<file path="config.mk">
export PLATFORM = sky130hd
export DESIGN_NAME = pd_wake_seq
export DESIGN_NICKNAME = d
export VERILOG_FILES = /design/src/rtl/pd_wake_pkg.sv /design/src/rtl/pd_wake_src.sv /design/src/rtl/pd_wake_cnt.sv /design/src/rtl/pd_wake_sync.sv /design/src/rtl/pd_wake_seq.sv
export SDC_FILE = /design/constraint.sdc
export NUM_CORES = 1
export LEC_CHECK = 0
export BUFFER_PORTS_ARGS = -buffer_cell sky130_fd_sc_hd__buf_2
export CORE_AREA = 4 4 45 47
export DETAILED_ROUTE_END_ITERATION = 8
export DIE_AREA = 0 0 49 51
export PLACE_DENSITY = 0.81
export SKIP_LAST_GASP = 1
export SLEW_MARGIN = 10
export SYNTH_ARGS = -nofsm -noshare
export SYNTH_HDL_FRONTEND = slang
export SYNTH_HIERARCHICAL = 1
export SYNTH_SLANG_ARGS = --single-unit
</file>
<file path="constraint.sdc">
create_clock -name clk -period 2.2 [get_ports clk]
set_clock_uncertainty 0.05 [all_clocks]
set_input_delay 0 -clock clk [delete_from_list [all_inputs] [get_ports clk]]
set_output_delay 0 -clock clk [all_outputs]
set_load 0.01 [all_outputs]
</file>
<file path="src/rtl/pd_wake_pkg.sv">
package pd_wake_pkg;
  typedef enum logic [1:0] {
    ST_ACTIVE   = 2'd0,
    ST_PDOWN    = 2'd1,
    ST_WAIT_REL = 2'd2,
    ST_OSC_CNT  = 2'd3
  } pw_state_t;
endpackage

</file>
<file path="src/rtl/pd_wake_src.sv">
module pd_wake_src #(
  parameter int N_EXT = 2
) (
  input  logic [N_EXT-1:0] ext_irq,
  input  logic [N_EXT-1:0] ext_level,
  input  logic             kpd_in,
  input  logic             kpd_pol,
  output logic             int_hit,
  output logic             kpd_hit
);
  logic [N_EXT-1:0] line_ok;

  for (genvar g = 0; g < N_EXT; g++) begin : g_line
    // a line qualifies only in level-sensitive mode
    assign line_ok[g] = ext_irq[g] & ext_level[g];
  end

  assign int_hit = |line_ok;
  assign kpd_hit = ~(kpd_in ^ kpd_pol);
endmodule

</file>
<file path="src/rtl/pd_wake_cnt.sv">
module pd_wake_cnt #(
  parameter int WAKE_CYC = 1024,
  localparam int CNT_W = $clog2(WAKE_CYC) + 1
) (
  input  logic clk,
  input  logic rst,
  input  logic clr,
  input  logic en,
  output logic done
);
  logic [CNT_W-1:0] cnt;

  always_ff @(posedge clk) begin
    if (rst || clr)
      cnt <= '0;
    else if (en && !done)
      cnt <= cnt + 1'b1;
  end

  assign done = (cnt == CNT_W'(WAKE_CYC - 1));

  AST_CNT_BOUND: assert property (@(posedge clk) disable iff (rst)
    cnt < CNT_W'(WAKE_CYC));
endmodule

</file>
<file path="src/rtl/pd_wake_sync.sv">
module pd_wake_sync #(
  parameter int STAGES = 2
) (
  input  logic clk,
  input  logic d,
  output logic q
);
  logic [STAGES-1:0] sh;

  always_ff @(posedge clk)
    sh <= {sh[STAGES-2:0], d};

  assign q = sh[STAGES-1];
endmodule

</file>
<file path="src/rtl/pd_wake_seq.sv">
module pd_wake_seq
  import pd_wake_pkg::*;
#(
  parameter int N_EXT       = 2,
  parameter int WAKE_CYC    = 1024,
  parameter int SYNC_STAGES = 2
) (
  input  logic             clk,
  input  logic             rst,
  input  logic             pd_set,
  input  logic [N_EXT-1:0] ext_irq,
  input  logic [N_EXT-1:0] ext_level,
  input  logic             kpd_in,
  input  logic             kpd_pol,
  input  logic             rst_pin,
  output logic             osc_en,
  output logic             cpu_clk_en,
  output logic             pd_o,
  output logic             irq_req,
  output logic             wake_done,
  output logic             rst_req
);
  pw_state_t st;
  logic      int_hit, kpd_hit, cnt_done, pd_enter;

  pd_wake_src #(.N_EXT(N_EXT)) src_i (
    .ext_irq(ext_irq), .ext_level(ext_level),
    .kpd_in(kpd_in), .kpd_pol(kpd_pol),
    .int_hit(int_hit), .kpd_hit(kpd_hit)
  );

  assign pd_enter = (st == ST_ACTIVE) && pd_set;

  pd_wake_cnt #(.WAKE_CYC(WAKE_CYC)) cnt_i (
    .clk(clk), .rst(rst), .clr(pd_enter),
    .en(st == ST_OSC_CNT), .done(cnt_done)
  );

  pd_wake_sync #(.STAGES(SYNC_STAGES)) sync_i (
    .clk(clk), .d(rst_pin), .q(rst_req)
  );

  // reset pin clears power-down with no clock involved
  always_ff @(posedge clk or posedge rst_pin) begin
    if (rst_pin) begin
      st        <= ST_ACTIVE;
      wake_done <= 1'b0;
      irq_req   <= 1'b0;
    end else if (rst) begin
      st        <= ST_ACTIVE;
      wake_done <= 1'b0;
      irq_req   <= 1'b0;
    end else begin
      wake_done <= 1'b0;
      irq_req   <= 1'b0;
      case (st)
        ST_ACTIVE:   if (pd_set) st <= ST_PDOWN;
        ST_PDOWN: begin
          if (int_hit)      st <= ST_WAIT_REL;
          else if (kpd_hit) st <= ST_OSC_CNT;
        end
        ST_WAIT_REL: if (!int_hit) begin
          st        <= ST_ACTIVE;
          wake_done <= 1'b1;
          irq_req   <= 1'b1;
        end
        ST_OSC_CNT:  if (cnt_done) begin
          st        <= ST_ACTIVE;
          wake_done <= 1'b1;
          irq_req   <= 1'b1;
        end
        default:     st <= ST_ACTIVE;
      endcase
    end
  end

  assign osc_en     = (st != ST_PDOWN);
  assign cpu_clk_en = (st == ST_ACTIVE);
  assign pd_o       = (st == ST_PDOWN);

  AST_HOLD_UNTIL_RELEASE: assert property (@(posedge clk) disable iff (rst || rst_pin)
    (st == ST_WAIT_REL && int_hit) |=> !cpu_clk_en);
  AST_FULL_COUNT: assert property (@(posedge clk) disable iff (rst || rst_pin)
    (st == ST_OSC_CNT && !cnt_done) |=> !cpu_clk_en);
  AST_IRQ_SINGLE: assert property (@(posedge clk) disable iff (rst || rst_pin)
    irq_req |=> !irq_req);
  AST_PD_FROM_REQ: assert property (@(posedge clk) disable iff (rst || rst_pin)
    $rose(pd_o) |-> $past(pd_set));
  AST_PRIO_INT: assert property (@(posedge clk) disable iff (rst || rst_pin)
    (pd_o && int_hit && kpd_hit) |=> (st == ST_WAIT_REL));
endmodule

</file>
# Word level (Yosys, flattened, before mapping)
# Cells that the tools add are included.
word_totals:
  ff_bits: 16
  output_inout_bits: 6
  word_cells: 35
op_classes:
  add_sub_neg: 1
  n_eq_ne: 9
  mux: 11
  bitwise_logic: 3
  reduce_logical: 7
ops:
  columns: ["cell", "n"]
  rows:
  - ["2-bit two-way mux", 6]
  - ["11-bit by 1-bit adder with 11-bit output (second input constant)", 1]
  - ["11-bit by 10-bit == test with 1-bit output (second input constant)", 1]
  - ["3-bit != test (second input constant)", 3]
  - ["2-bit case mux with 4 select lines", 1]
  - ["2-bit == test (second input constant)", 2]
  - ["4-bit != test (second input constant)", 1]
  - ["4-bit AND reduction", 1]
  - ["1-bit two-way mux", 3]
  - ["1-bit AND", 2]
  - ["2-bit by 1-bit == test with 1-bit output (second input constant)", 1]
  - ["1-bit logical AND", 2]
  - ["2-bit logical NOT", 1]
  - ["2-bit by 1-bit != test with 1-bit output (second input constant)", 1]
  - ["1-bit case mux with 2 select lines", 1]
  - ["2-bit OR reduction", 1]
  - ["1-bit logical NOT", 1]
  - ["1-bit logical OR", 1]
  - ["1-bit bitwise XOR", 1]

# Depth between registers and ports, before layout
# Gate-level depths: netlist (run 1).
logic_depth:
  depth_word: 5
  mapped_depth: 6
  ltp_nobuf: 6

# Hierarchy
# The synthesis (run 1) kept the hierarchy.
by_module_without_submodules:
  columns: ["mod", "n_inst", "cells_each", "area_per_inst_um2", "seq_area_each_um2"]
  rows:
  - ["pd_wake_cnt", 1, 62, 539.3, 220.2]
  - ["pd_wake_seq", 1, 20, 192.7, 75.1]
  - ["pd_wake_sync", 1, 2, 40.0, 40.0]
  - ["pd_wake_src", 1, 2, 17.5, 0.0]

# Worst setup path after synthesis (run 1)
# OpenSTA, ideal clock, no wires.
synth_path:
  kind: "register to register"
  start: "reg cnt_i.cnt[0]"
  end: "reg cnt_i.cnt[9]"
  setup_time_ps: 116
  arrival_ps: 1544
  path_slack_ps: 490
  path_stages_with_launch: 6
  period_less_slack_ps: 1710
  path_cell_list: "dfxtp_1 -> ha_1 -> and3b_1 -> and2_1 -> or4b_1 -> o211a_1"
synth_via:
  elab_chain_cells: 3
  word_cells_on_any_way: 4
synth_lines:
  columns: ["element", "line_no", "rtl"]
  rows:
  - ["from (decl)", "pd_wake_cnt.sv:11", "logic [CNT_W-1:0] cnt;"]
  - ["from (signal assigned)", "pd_wake_cnt.sv:17", "cnt <= cnt + 1'b1;"]
  - ["branches (longest 3 deep; another with 11-bit by 1-bit adder with 11-bit output)", null, null]
# Several ways; the timed one is not identified.
# A chain may end at the register's enable or synchronous reset.

# Final worst setup path (run 1)
layout_path:
  start: "reg st[1]"
  end: "reg cnt_i.cnt[9]"
layout_via:
  elab_chain_cells: 3
  word_cells_on_any_way: 5
layout_lines:
  columns: ["element", "line_no", "rtl"]
  rows:
  - ["from (decl)", "pd_wake_seq.sv:23", "pw_state_t st;"]
  - ["from (signal assigned)", "pd_wake_seq.sv:46", "st <= ST_ACTIVE;"]
  - ["from (signal assigned)", "pd_wake_seq.sv:50", "st <= ST_ACTIVE;"]
  - ["from (signal assigned)", "pd_wake_seq.sv:57", "ST_ACTIVE: if (pd_set) st <= ST_PDOWN;"]
  - ["2-bit logical NOT", "pd_wake_seq.sv:32", "assign pd_enter = (st == ST_ACTIVE) && pd_set;"]
  - ["1-bit logical AND", "pd_wake_seq.sv:32", null]
  - ["1-bit logical OR", "pd_wake_cnt.sv:14", "if (rst || clr)"]
# Several ways; a longest one is shown, not always the timed one.

==> flow_summary.yaml, run 1 <==
outcome:
  status: "finished, final reports clean"
floorplan:
  rows: 15
  dieHeight_um: 51
  die_w_um: 49
  die_area_mm2: 0.00250
  initial_core_util: 0.478
  io-pin-count: 16
  core_area_mm2: 0.00165
detailed_routing:
  wirelength_um: 1720
  routedWlPerCell_um: 14.0
  drc: 0
  dr.first_iter.drc_count: 25
  num_vias: 718
  antenna_left: 0
  vias_per_cell: 5.84
  first_pass_iters: 6
yosys:
  synth_top_area_share: 0.330
  synth.most_common_cell: "dfxtp_1"
  synth_top_cell_by_area: "dfxtp_1"
  ys_seq_elements: 16
  async_flop_share: 0.188
  ys_types: 36
  synth-edff-count: 0
  syn_inst: 86
  yosysWarnings: 6
  synth_commonest_cells: "dfxtp_1 (13), nor2_1 (7), a31oi_1 (5), inv_1 (5)"
  avgSynthCellArea_um2: 9.18
  ys_top_cells_by_area: "dfxtp_1 (33%), dfrtp_1 (9.5%), a31oi_1 (4.0%)"
  yosysSeqAreaShare: 0.425
  synthFlopType: "dfxtp_1"
  syn_area_um2: 790
  syn-num-nets: 97
worst_hold_path:
  hold_path_class: "input pin to asynchronous set/reset pin"
global_route:
  grt_antenna_before_repair: 0
  top_usage_layer: "met2"
  grt_util_met3: 0.0262
  overflow: 0
  grt_pass1_vias: 666
  grt_pass1_wl_um: 2880
  grt.met1_usage: 0.184
  grt_max_degree: 10
  track_usage: 0.145
  use_met2: 0.239
power:
  power_density_mw_per_mm2: 595
  ir_drop_v: 0.000332
  p_leak_nw: 0.412
sta:
  drv_slew: 0
  grt_setup_unrepaired: "false"
  max-slew-margin-rel: 0.747
  tightestPinTransition_ps: 379
  fmax_ghz: 0.537
  fin_setup_tns_ps: 0
  hold_viol_final: 0
  finalSetupViolations: 0
  period_share: 0.846
  layout_min_cycle_time_ps: 1860
  worst_slack_ps: 338
cts:
  ctsLongestPathBuffers: 2
  numCtsBuffers: 3
  insertion_delay_ps: 280
  cts.sinks: 16
  htreeDepth: 1
  clockRootBuffer: "clkbuf_4"
  cts_tree: "yes"
  post_cts_resized: 0
  clkTransAtPathRegs_ps: 90
critical_path:
  cp_max_fo: 7
  startpoint_type: "flop"
  ff2ff_path_depth: 5
  critPathArrivalTime_ps: 1990
  crit_type: "flop to flop"
  critPathCaptureType: "flop"
  crit_required_ps: 2330
finish:
  drive_gt1_frac: 0.283
  layout.nets: 118
  fillers: 145
  area_delta_synth_final_pct: 19.2
  diodes: 0
place:
  hpwl_um: 1260
  io_buffer_count: 15
  dp_slack_ps: 361
  globalplace.congestion: 0.781
run:
  maxCapViolCount: 0
==> critical path, cell delays in order, from the launching register on <==
cell	delay (ps)
dfrtp_1	470
and2_4	220
and4_4	260
nand3_2	100
or4b_1	520
o211a_1	140
==> per-layer routing <==
| metal | share of wire | routed length [um] |
|---|---|---|
| met2 | 0.48 | 829 |
| met3 | 0.064 | 110 |
| met4 | 0.0070 | 12 |
| met5 | 0 | 0 |
| met1 | 0.45 | 771 |
==> sequential cells by signal, summed over array words and instances (netlist names) <==
register and cells:
st 2, wake_done 1, sync_i/sh 2, cnt_i/cnt 11
==> metrics by stage <==
step / hold WS (ps) / power, mW / area (um^2) / util / std cells
after floorplan: -296 / 0.347 / 790 / - / 86
after global placement: -169 / 0.369 / 875 / 0.530 / 116
after detailed placement: -159 / 0.371 / 875 / 0.530 / 116
after CTS: 76.1 / 0.566 / 941 / 0.570 / 123
after global routing: 112 / 0.588 / 941 / 0.570 / 123
final: 87.7 / 0.560 / 941 / 0.570 / 123
==> kinds of logic after synthesis <==
group	after synthesis	share of synthesized area
simple gates	37	0.282
flops	16	0.425
buf+inv	7	0.0380
xor+xnor	3	0.0333
mux	1	0.0127
compound gates	21	0.193
fa+ha+maj	1	0.0158
==> layout by cell type (no fill, tap or decap), types with 2 or more instances in the layout <==
cell and instances:
clkbuf_4 3, a31oi_1 5, nor2_1 7, o211a_1 2, nand3_1 4, xnor2_1 2, nor2b_1 2, dfxtp_1 13
dfrtp_1 3, o21ai_0 4, buf_2 15, a21oi_1 4, dlygate4sd3_1 3, inv_1 5, and3_1 2, and3_2 3
and2_1 3, nand2_1 4, nor3_1 3
==> worst paths after layout <==
kind                                 startpoint                   endpoint  slack, ps
max                           st[1]$_DFFE_PP0P_  cnt_i/cnt[9]$_SDFFE_PP0P_        340
min                                     rst_pin        wake_done$_DFF_PP0_         90
max reg2reg                   st[1]$_DFFE_PP0P_  cnt_i/cnt[9]$_SDFFE_PP0P_        340
min reg2reg                sync_i/sh[0]$_DFF_P_       sync_i/sh[1]$_DFF_P_        290
max in group asynchronous               rst_pin          st[0]$_DFFE_PP0P_       1870
min in group clk                         kpd_in          st[1]$_DFFE_PP0P_         90
==> final cells by class <==
| cell class | count | area, um^2 | area share |
|---|---|---|---|
| repair buffers | 18 | 105 | 0.112 |
| flip-flops and latches | 16 | 335 | 0.356 |
| well taps | 17 | 21.3 | 0.0226 |
| inverters | 5 | 18.8 | 0.0199 |
| clock buffers | 4 | 36.3 | 0.0386 |
| multi-input cells | 63 | 424 | 0.451 |
==> where the power goes <==
part / switching [mW] / total, mW / internal (mW) / leakage [nW]
Combinational: 0.0335 / 0.0653 / 0.0319 / 0.245
Clock: 0.0905 / 0.191 / 0.101 / 0.0210
Sequential: 0.00722 / 0.304 / 0.296 / 0.146
==> timing repair <==
item,4_1_cts,5_1_grt
setup buffers,0,0
hold endpoints to repair,7,0
hold buffers,3,0
No activity file was read; power rests on OpenSTA's default activity.
==> run 2: changes to the inputs <==
- CORE_AREA: 4 4 45 47 -> 4 4 47 49
- DIE_AREA: 0 0 49 51 -> 0 0 51 53
- PLACE_DENSITY: 0.81 -> 0.78
- clock period: 2.2 -> 1.5 ns (I/O delays scaled with it)
==> run 2 against run 1 <==
Effect of this change:
- the flow now finishes with violations (setup timing)
- global-route usage grew 3.5 points
- worst hold slack lost 29 ps
- cell area grew 29%
- first-iteration DRC count shrank 48%
- via count grew 12%
- routed wire length grew 27%
- combinational power grew 120%
==> flow_summary.yaml, run 2 (same netlist as run 1, synthesis figures left out) <==
power:
  p_leak_nw: 0.526
  power_mw: 0.881
  power_density_mw_per_mm2: 728
  ir_drop_v: 0.000637
floorplan:
  core_area_mm2: 0.00186
  dieHeight_um: 53
  rows: 16
  initial_core_util: 0.424
  die_w_um: 51
  die_area_mm2: 0.00270
  io-pin-count: 16
finish:
  area_delta_synth_final_pct: 53.4
  drive_gt1_frac: 0.504
  finalInstanceArea_mm2: 0.00121
  layout.nets: 139
  top_register: "cnt_i/cnt"
  largest_register_ffs: 11
  layout_commonest_cell: "buf_4"
  reg_top3: "cnt_i/cnt (11), st (2), sync_i/sh (2)"
  final_cell_mix: "buf_4 (21), buf_2 (15), dfxtp_1 (11)"
  multiInputGateArea_um2: 522
  seqCellArea_um2: 338
  fillers: 143
  diodes: 0
detailed_routing:
  num_vias: 807
  wirelength_um: 2190
  first_pass_iters: 4
  dr.first_iter.drc_count: 13
  routedWlPerCell_um: 14.2
  vias_per_cell: 5.24
  antenna_left: 0
  drc: 0
sta:
  finalSetupViolations: 2
  fmax_ghz: 0.613
  grt_setup_unrepaired: "true"
  drv_slew: 0
  period_share: 1.09
  tightestPinTransition_ps: 346
  worst_slack_ps: -131
  layout_min_cycle_time_ps: 1630
  max-slew-margin-rel: 0.768
  hold_viol_final: 0
global_route:
  track_usage: 0.180
  grt_max_degree: 10
  grt_pass1_vias: 808
  grt_pass1_wl_um: 3530
  overflow: 0
  grt_antenna_before_repair: 0
cts:
  insertion_delay_ps: 300
  cts_tree: "yes"
  numCtsBuffers: 3
  htreeDepth: 1
  cts.sinks: 16
  clockRootBuffer: "clkbuf_4"
  ctsLongestPathBuffers: 2
  clkTransAtPathRegs_ps: 110
critical_path:
  critPathCaptureType: "flop"
  cp_max_fo: 3
  crit_required_ps: 1640
  ff2ff_path_depth: 5
  worst_r2r_endpoint: "cnt_i/cnt[9]$_SDFFE_PP0P_"
  crit_type: "flop to flop"
  worstReg2RegStart: "st[0]$_DFFE_PP0P_"
  startpoint_type: "flop"
  critPathArrivalTime_ps: 1770
  regToRegSetupSlack_ps: -130
place:
  io_buffer_count: 15
  hpwl_um: 1430
  dp_slack_ps: -145
  globalplace.congestion: 0.825
  post_dp_cell_area_mm2: 0.00104
outcome:
  status: "finished, violations left"
  violations: "setup timing"
run:
  maxCapViolCount: 0
worst_hold_path:
  hold_path_class: "input pin to asynchronous set/reset pin"
==> run 2: cell types whose count changed in the layout (fill, tap and decap cells not counted), moves of 2 or more <==
cell,before,now
and2_1,3,0
and2_4,1,4
buf_4,0,21
dfxtp_1,13,11
dfxtp_2,0,2
nand3_4,0,2
nor2_1,7,5
==> run 2: metal layers <==
metal  global-route usage  part of all wire  vias to the layer above  wire length (um)
met3               0.0394             0.020                        6                44
met5                    0                 0                        -                 0
li1                     -                 -                      395                 -
met4                0.112             0.028                        0                62
met2                0.311              0.53                       15              1150
met1                0.200              0.42                      391               930
==> run 2: timing repair <==
action,4_1_cts,5_1_grt
pin swaps,12,6
endpoints found under the setup margin,6,14
hold buffers,3,0
setup buffers,4,0
hold endpoints to repair,7,0
resized for setup,7,11
==> run 2: critical path: stages (launching register included) <==
cell,delay [ps]
dfrtp_1,360
and2_4,140
and4_4,230
nand3_4,70
or4b_4,540
o211a_1,120
==> run 2: how the worst max path moves through the flow <==
stage	start	to	slack, ps	cells after the start
3_5_place_dp	cnt_i/cnt[1]$_SDFFE_PP0P_	cnt_i/cnt[9]$_SDFFE_PP0P_	-140	5
6_report	st[0]$_DFFE_PP0P_	cnt_i/cnt[9]$_SDFFE_PP0P_	-130	5
5_1_grt	cnt_i/cnt[0]$_SDFFE_PP0P_	cnt_i/cnt[9]$_SDFFE_PP0P_	-160	5
2_1_floorplan	st[1]$_DFFE_PP0P_	cnt_i/cnt[9]$_SDFFE_PP0P_	-150	5
3_3_place_gp	cnt_i/cnt[1]$_SDFFE_PP0P_	cnt_i/cnt[9]$_SDFFE_PP0P_	-100	5
4_1_cts	st[1]$_DFFE_PP0P_	cnt_i/cnt[9]$_SDFFE_PP0P_	-80	5
==> run 2: cell type report <==
cell class	count	area share
sequential	16	0.279
tap	27	0.0279
inverter	5	0.0155
clock buffer	4	0.0300
multi-input combinational	63	0.431
timing repair buffer	39	0.217
==> run 2: per-stage QoR <==
stage / utilization / hold slack (ps) / std cells / TNS, ps
after floorplan: - / -296 / 86 / -249
after global placement: 0.556 / -177 / 145 / -143
after detailed placement: 0.556 / -158 / 145 / -359
after CTS: 0.623 / 65.1 / 155 / -130
after global routing: 0.651 / 94.0 / 154 / -302
final: 0.651 / 58.6 / 154 / -198
==> run 2: power by group <==
part           leakage [nW]  internal (mW)  switching (mW)
clock network        0.0210          0.148           0.154
logic                 0.358         0.0696          0.0713
registers             0.147          0.435         0.00383
total                 0.526          0.652           0.229
==> run 3: changes to the inputs <==
- GPL_TIMING_DRIVEN: unset -> 0
==> run 3 against run 2 <==
Effect of this change:
- first-iteration DRC count rose to 2.7 times the previous value
- routed wire length fell by 10%
- flip-flop and latch count did not move
- sequential share of layout area rose by 3.4 points
- utilization fell by 6.7 points
- the flow still finishes with violations (setup timing)
- die area did not move
- largest cell class unchanged
- power fell by 9.1%
- setup slack got worse by 23 ps
- cell area fell by 10%
- critical endpoint unchanged
- worst hold slack improved by 11 ps
- cell count fell by 7.1%
- sequential power barely moved
==> flow_summary.yaml, run 3 (same netlist as run 1, synthesis figures left out) <==
power:
  ir_drop_v: 0.000485
  p_int_mw: 0.599
  power_frac_comb: 0.159
  p_sw_mw: 0.202
  p_leak_nw: 0.460
  seq_power_share: 0.549
  clkPwrFrac: 0.291
  power_density_mw_per_mm2: 738
  power_mw: 0.801
  switching_share: 0.252
cts:
  cts.sinks: 16
  insertion_delay_ps: 280
  numCtsBuffers: 3
  htreeDepth: 1
  cts_tree: "yes"
  ctsLongestPathBuffers: 2
  clockRootBuffer: "clkbuf_4"
  clkTransAtPathRegs_ps: 100
worst_hold_path:
  hold_path_class: "input pin to asynchronous set/reset pin"
run:
  maxCapViolCount: 0
place:
  hpwl_um: 1220
  globalplace.congestion: 0.816
  io_buffer_count: 15
global_route:
  use_met2: 0.285
  track_usage: 0.164
  grt_util_met3: 0.0423
  grt.met1_usage: 0.170
  grt_max_degree: 10
  grt_pass1_vias: 749
  grt_antenna_before_repair: 0
  overflow: 0
  top_usage_layer: "met2"
  grt_pass1_wl_um: 3240
critical_path:
  crit_type: "flop to flop"
  cpMaxStageDelayCell: "or4b_4"
  startpoint_type: "flop"
  crit_required_ps: 1630
  critPathCaptureType: "flop"
  critPathArrivalTime_ps: 1780
  max_stage_delay_ps: 520
  worstPathCellList: "and2_4 -> and4_4 -> nand3_4 -> or4b_4 -> o211a_1"
  cp_max_fo: 4
floorplan:
  die_w_um: 51
  rows: 16
  initial_core_util: 0.424
  dieHeight_um: 53
  core_area_mm2: 0.00186
  io-pin-count: 16
  die_area_mm2: 0.00270
sta:
  max-slew-margin-rel: 0.761
  hold_viol_final: 0
  layout_min_cycle_time_ps: 1650
  grt_setup_unrepaired: "true"
  whs_ps: 69.9
  fin_setup_tns_ps: -465
  tightestPinTransition_ps: 356
  period_share: 1.10
  fmax_ghz: 0.604
  drv_slew: 0
  worst_slack_ps: -154
  finalSetupViolations: 6
detailed_routing:
  first_pass_iters: 4
  antenna_left: 0
  dr.first_iter.drc_count: 35
  routedWlPerCell_um: 13.8
  vias_per_cell: 5.32
  num_vias: 761
  drc: 0
  wirelength_um: 1970
finish:
  seqCellArea_um2: 340
  area_delta_synth_final_pct: 37.6
  fillers: 153
  diodes: 0
  layout.nets: 128
  reg_top3: "cnt_i/cnt (11), st (2), sync_i/sh (2)"
  layout_commonest_cell: "buf_2"
  final_cell_mix: "buf_2 (15), buf_4 (10), dfxtp_1 (10)"
  largest_register_ffs: 11
  post-route-util: 0.583
  multiInputGateArea_um2: 487
  top_register: "cnt_i/cnt"
  drive_gt1_frac: 0.440
outcome:
  status: "finished, violations left"
  violations: "setup timing"
## run 3: changes by cell type in the layout (fill, tap and decap cells not counted), moves of 2 or more
cell,before,now
and2_1,0,2
and2_4,4,2
and3_1,2,0
and3_2,2,4
buf_4,21,10
## run 3: final timing paths
kind	start	to	slack, ps	depth (start not counted)
max	st[0]$_DFFE_PP0P_	cnt_i/cnt[9]$_SDFFE_PP0P_	-150	5
min	rst_pin	st[0]$_DFFE_PP0P_	70	3
max reg2reg	st[0]$_DFFE_PP0P_	cnt_i/cnt[9]$_SDFFE_PP0P_	-150	5
min reg2reg	sync_i/sh[0]$_DFF_P_	sync_i/sh[1]$_DFF_P_	290	0
max in group asynchronous	rst_pin	st[1]$_DFFE_PP0P_	1190	3
min in group clk	kpd_in	st[1]$_DFFE_PP0P_	210	4
## run 3: cell type report
cell class              count  share of cell area
plain buffers               1             0.00691
clock buffers               4              0.0242
inverters                   5              0.0173
multi-input cells          63               0.448
flip-flops and latches     16               0.313
well taps                  27              0.0311
repair buffers             27               0.159
## run 3: per-layer routing
metal / vias up / share of wire
li1: 377 / -
met1: 353 / 0.40
met2: 27 / 0.54
met3: 4 / 0.046
met4: 0 / 0.019
met5: - / 0
## run 3: stage by stage
step,setup WS [ps],std cells,instance area [um^2]
final,-154,143,1090
after global routing,-216,143,1090
after CTS,-134,143,1050
after detailed placement,-302,128,905
after global placement,-265,128,905
after floorplan,-152,86,796
## run 3: power groups by stage
stage               clock, mW  sequential (mW)  combinational, mW
floorplan                   0            0.453             0.0550
global placement            0            0.454             0.0885
detailed placement          0            0.455             0.0919
CTS                     0.239            0.440              0.119
global route            0.269            0.441              0.137
finish                  0.234            0.440              0.128
## run 3: repair_timing
item | 4_1_cts | 5_1_grt
setup endpoints to repair | 8 | 14
gates resized for setup | 6 | 10
hold endpoints to repair | 6 | 0
pin swaps | 4 | 3
hold buffers | 3 | 0
setup buffers | 9 | 1
## run 3: critical path, delay by kind of cell, from the launching register on
family          cells  cell delay, ps
compound gates      1             140
flops               1             380
simple gates        4             980
